File: src/rtl/cla_pkg.sv
package cla_pkg;
  parameter int unsigned CLA_GROUPS_DEF = 4;

  // asserted-sense AND of v[lo..hi]; empty range yields 1
  function automatic logic span_and(input logic [31:0] v, input int lo, input int hi);
    logic r;
    r = 1'b1;
    for (int m = 0; m < 32; m++) begin
      if (m >= lo && m <= hi) r = r & v[m];
    end
    return r;
  endfunction
endpackage

File: src/rtl/cla_pol_in.sv
module cla_pol_in #(
  parameter int unsigned W = 4
) (
  input  logic [W-1:0] pin_ni,
  output logic [W-1:0] asserted_o
);
  assign asserted_o = ~pin_ni;
endmodule

File: src/rtl/cla_carry_sop.sv
module cla_carry_sop #(
  parameter int unsigned NC = 3
) (
  input  logic          cin_i,
  input  logic [NC-1:0] p_i,
  input  logic [NC-1:0] g_i,
  output logic [NC-1:0] c_o
);
  import cla_pkg::*;

  logic [31:0] p_w, g_w;
  assign p_w = 32'(p_i);
  assign g_w = 32'(g_i);

  for (genvar k = 0; k < NC; k++) begin : g_carry
    // flat sum of products: each term spans one generate plus the propagates above it
    always_comb begin
      logic acc;
      acc = cin_i & span_and(p_w, 0, k);
      for (int j = 0; j <= k; j++) begin
        acc = acc | (g_w[j] & span_and(p_w, j + 1, k));
      end
      c_o[k] = acc;
    end
  end
endmodule

File: src/rtl/cla_block_pg.sv
module cla_block_pg #(
  parameter int unsigned NG = 4
) (
  input  logic [NG-1:0] p_i,
  input  logic [NG-1:0] g_i,
  output logic          blk_p_o,
  output logic          blk_g_o
);
  import cla_pkg::*;

  logic [31:0] p_w, g_w;
  logic [NG-1:0] term;
  assign p_w = 32'(p_i);
  assign g_w = 32'(g_i);

  for (genvar j = 0; j < NG; j++) begin : g_term
    assign term[j] = g_w[j] & span_and(p_w, j + 1, NG - 1);
  end

  assign blk_g_o = |term;
  assign blk_p_o = &p_i;
endmodule

File: src/rtl/cla_gen4.sv
module cla_gen4 #(
  parameter int unsigned N_GROUPS = cla_pkg::CLA_GROUPS_DEF,
  localparam int unsigned NC = N_GROUPS - 1
) (
  input  logic                cin_i,
  input  logic [N_GROUPS-1:0] p_ni,
  input  logic [N_GROUPS-1:0] g_ni,
  output logic [NC-1:0]       carry_o,
  output logic                blk_p_no,
  output logic                blk_g_no
);
  logic [N_GROUPS-1:0] p_a, g_a;
  logic blk_p, blk_g;

  cla_pol_in #(.W(N_GROUPS)) u_p_in (.pin_ni(p_ni), .asserted_o(p_a));
  cla_pol_in #(.W(N_GROUPS)) u_g_in (.pin_ni(g_ni), .asserted_o(g_a));

  // top group only feeds the block pair
  cla_carry_sop #(.NC(NC)) u_carry (
    .cin_i (cin_i),
    .p_i   (p_a[NC-1:0]),
    .g_i   (g_a[NC-1:0]),
    .c_o   (carry_o)
  );

  cla_block_pg #(.NG(N_GROUPS)) u_blk (
    .p_i     (p_a),
    .g_i     (g_a),
    .blk_p_o (blk_p),
    .blk_g_o (blk_g)
  );

  assign blk_p_no = ~blk_p;
  assign blk_g_no = ~blk_g;
endmodule

File: config.mk
export PLATFORM = sky130hd
export DESIGN_NAME = cla_gen4
export DESIGN_NICKNAME = d
export VERILOG_FILES = /design/src/rtl/cla_pkg.sv /design/src/rtl/cla_pol_in.sv /design/src/rtl/cla_carry_sop.sv /design/src/rtl/cla_block_pg.sv /design/src/rtl/cla_gen4.sv
export SDC_FILE = /design/constraint.sdc
export NUM_CORES = 1
export LEC_CHECK = 0
export ABC_AREA = 1
export BUFFER_PORTS_ARGS = -buffer_cell sky130_fd_sc_hd__buf_2
export CORE_AREA = 10 10 47 49
export DETAILED_ROUTE_END_ITERATION = 12
export DIE_AREA = 0 0 57 59
export SYNTH_ARGS = -nofsm -noshare
export SYNTH_HDL_FRONTEND = slang
export SYNTH_SLANG_ARGS = --single-unit
File: constraint.sdc
create_clock -name vclk -period 1.2
set_input_delay 0.24 -clock vclk [all_inputs]
set_output_delay 0.24 -clock vclk [all_outputs]
set_load 0.1 [all_outputs]
Word-level counts from Yosys, hierarchy flattened
Index checks and enable logic that the tools add are counted.

word-level totals
  output and inout port bits = 5
  input port bits = 9
  bits in registers = 0
  logic and storage cells = 26

cells by class
  bitwise operators = 24
  reductions and logical operators = 2

operator list
  kind                 count
  bitwise AND 1 bit    14
  NOT 4 bit            2
  bitwise OR 1 bit     6
  AND reduction 4 bit  1
  OR reduction 4 bit   1
  NOT 1 bit            2

Depth between registers and ports, before layout
  word-level depth = 7
  depth in mapped cells = 4
  depth with buffers taken out = 3

Cells and area by module
From an unflattened synthesis, not the netlist that was laid out.

unflattened totals
  cells, all modules = 34
  area total of the unflattened synthesis = 148.9 um^2

by module, submodules not included
  module         area an instance (um^2)  instances  seq. area each (um^2)  cells an instance
  cla_carry_sop  67.6                     1          0.0                    13
  cla_block_pg   43.8                     1          0.0                    11
  cla_pol_in     15.0                     2          0.0                    4
  cla_gen4       7.5                      1          0.0                    2

Least setup slack after synthesis
Ideal clock, no wire load.

  kind = input -> output
  from = input g_ni[0]
  to = output blk_g_no
  data required time = 0.960 ns
  data arrival time = 1.780 ns
  buffers on the path = 0
  path slack = -0.820 ns
  cell stages on the path = 2
  path through = o21ai_1 -> a21oi_1

between the ends
  word-level cells in the longest chain between the ends = 4

RTL lines
  what                line                RTL
  start: declaration  cla_gen4.sv:7       input logic [N_GROUPS-1:0] g_ni,
  NOT 4 bit           cla_pol_in.sv:7     assign asserted_o = ~pin_ni;
  bitwise AND 1 bit   cla_block_pg.sv:17  assign term[j] = g_w[j] & span_and(p_w, j + 1, NG - 1);
  OR reduction 4 bit  cla_block_pg.sv:20  assign blk_g_o = |term;
  NOT 1 bit           cla_gen4.sv:34      assign blk_g_no = ~blk_g;
  end: declaration    cla_gen4.sv:10      output logic blk_g_no

No other way between the ends.

Final worst setup path
  from = input p_ni[1]
  to = output carry_o[2]

between the ends
  word-level cells in the longest chain between the ends = 7
  elaborated cells on any way between the ends = 9
  classes of those cells = bitwise: 9

RTL lines
  what                               line                 RTL
  start: declaration                 cla_gen4.sv:6        input logic [N_GROUPS-1:0] p_ni,
  NOT 4 bit (*)                      cla_pol_in.sv:7
  bitwise AND 1 bit (2 in a row)     cla_pkg.sv:9         if (m >= lo && m <= hi) r = r & v[m];
  bitwise AND 1 bit                  cla_carry_sop.sv:19  acc = cin_i & span_and(p_w, 0, k);
  bitwise OR 1 bit (*) (3 in a row)  cla_carry_sop.sv:21  acc = acc | (g_w[j] & span_and(p_w, j + 1, k));
  end: declaration                   cla_gen4.sv:8        output logic [NC-1:0] carry_o,

Every way passes the cells marked *; elsewhere a longest branch is shown, timed or not.

==> impl_metrics.tcl <==
set metrics [dict create \
    outcome "finished clean" \
    place.gp.congestion 0.738 \
    clockPowerShare_pct 0 \
    final_common_cell "buf_2" \
    syn_area_um2 100 \
    antenna_cells 0 \
    rsz0062_at_grt "true" \
    vias_per_cell 3.55 \
    grt_pass1_vias 158 \
    swShare_pct 63.9 \
    layout_setup_ws_ns 0.0452 \
    cp.arrival_ns 0.91 \
    drive_above_1_share_pct 58.1 \
    comb_power_share_pct 100.0 \
    antenna_found_initial 0 \
    worstPathCellList "buf_2 -> nor2_2 -> nand3_1 -> nand4_1 -> buf_12" \
    dp_slack_ns 0.0339 \
    portBuffers 14 \
    worstPathRequired_ns 0.96 \
    layout.nets 42 \
    critPathLaunchType "input pin" \
    path_buf_inv 2 \
    synth_top_cell_by_area "buf_4" \
    crit_fanout 3 \
    ant_nets 0 \
    synth-adder-area-share_pct 0 \
    seq_area_frac_synth_pct 0 \
    cap_violations 0 \
    cp_top_family "simple AND/OR/NAND/NOR gates" \
    peakVddDrop_uv 82.3 \
    avgSynthCellArea_um2 5.27 \
    fin_util_pct 18.8 \
    synth_compound_area_share_pct 27.5 \
    synth.area.mux_share_pct 0 \
    intPower_uw 62.6 \
    hold_path.class "input pin to primary output" \
    areaGrowthSynthToFinish_pct 164 \
    stdcell_area_um2 264 \
    yosys.area_share.simple_pct 38.8 \
    drv_slew 0 \
    power_density_nw_per_um2 656 \
    p_total_uw 173 \
    postCtsSetupBuffers 0 \
    period_share_pct 96.2 \
    postSynthCellCount 19 \
    num_io_pins 14 \
    synth_cell_types 12 \
    tns_ns 0 \
    dieWidth_um 57 \
    drt_iter0_drc 0 \
    wl_per_cell_um 9.15 \
    design.seq.count 0 \
    grt_usage_pct 2.50 \
    path_class "input pin to primary output" \
    slowest_stage "buf_12" \
    grt_max_degree 5 \
    vias 167 \
    synth.area.top_cells "buf_4 (22%), inv_1 (11%), o21ai_1 (10%)" \
    synth_top_family_by_area "simple AND/OR/NAND/NOR gates" \
    p_switching_uw 111 \
    worst_pin_slew_ns 0.334 \
    min_period_ns 1.15 \
    grt_overflow 0 \
    rows 14 \
    start_util_pct 7.14 \
    clock.fmax_mhz 866 \
    first_pass_iters 1 \
    dieArea_um2 3360 \
    synth_top_area_share_pct 22.5 \
    regArea_um2 0 \
    synth_xor_area_share_pct 0 \
    hold_viol 0 \
    coreArea_um2 1400 \
    die_h_um 59 \
    wirelength_um 430 \
    syn_nets 28 \
    ys_warn_count 0 \
    clock_buffers 0 \
    layout_common_cells "buf_2 (9), buf_12 (5), inv_1 (3)" \
    worst_setup_path_end_kind "primary output" \
    holdPathStages 3 \
    grt_pass1_wl_um 738 \
    drc 0 \
    max_slew_margin_pct 77.5 \
    p_leak_uw 0.000129 \
    seq_power_share_pct 0 \
    crit_cells 5 \
    post_dp_cell_area_um2 262 \
    setup-violations-final 0 \
    critPathMaxStageDelay_ns 0.19 \
]
[layer usage]
layer  GRT usage, %  up-vias  routed length (um)
met1           2.72       69                 175
met2           4.65       14                 188
met4              0        0                   0
li1               -       84                   -
met5              0        -                   0
met3           1.07        0                  66
[final cells by class]
| type | count | area (um2) |
|---|---|---|
| tap | 16 | 20.0 |
| fill | 160 | 1140 |
| timing repair buffer | 15 | 153 |
| multi-input combinational | 13 | 80.1 |
| inverter | 3 | 11.3 |
[Yosys cell counts]
master / number
or2_0: 1
o21ai_0: 1
nand4_1: 1
a21o_1: 1
a21oi_1: 1
nor2_2: 1
nand3_1: 1
nand2_1: 2
buf_4: 3
nor2_1: 2
inv_1: 3
o21ai_1: 2
[worst paths after layout]
path / startpoint / end / slack (ns)
worst min-delay path: g_ni[0] / carry_o[0] / 0.85
worst max-delay path: p_ni[1] / carry_o[2] / 0.05
[logic make-up (layout without fill, tap and decap cells)]
family | after synthesis | after routing
simple gates | 8 | 8
buf+inv | 6 | 18
compound gates | 5 | 5
[worst min-delay path, cell delays in order]
cell and delay, ns:
buf_2 0.10, o21ai_1 0.10, buf_12 0.17
[power groups by stage]
stage,registers (uW),clock network (uW),logic (uW)
floorplan,0,0,110
global placement,0,0,173
detailed placement,0,0,174
CTS,0,0,174
global route,0,0,182
finish,0,0,173
[what timing repair did]
action | in CTS | in global routing
setup endpoints to repair | 0 | 3
hold buffers | 0 | 0
endpoints found under the hold margin | 0 | 0
resized for setup | 0 | 1
[through the flow]
step,hold WS (ns),instances
after floorplan,0.740,19
after global placement,0.850,47
after detailed placement,0.852,47
after CTS,0.854,47
after global routing,0.868,47
final,0.850,47
No activity file was read; power rests on OpenSTA's default activity.
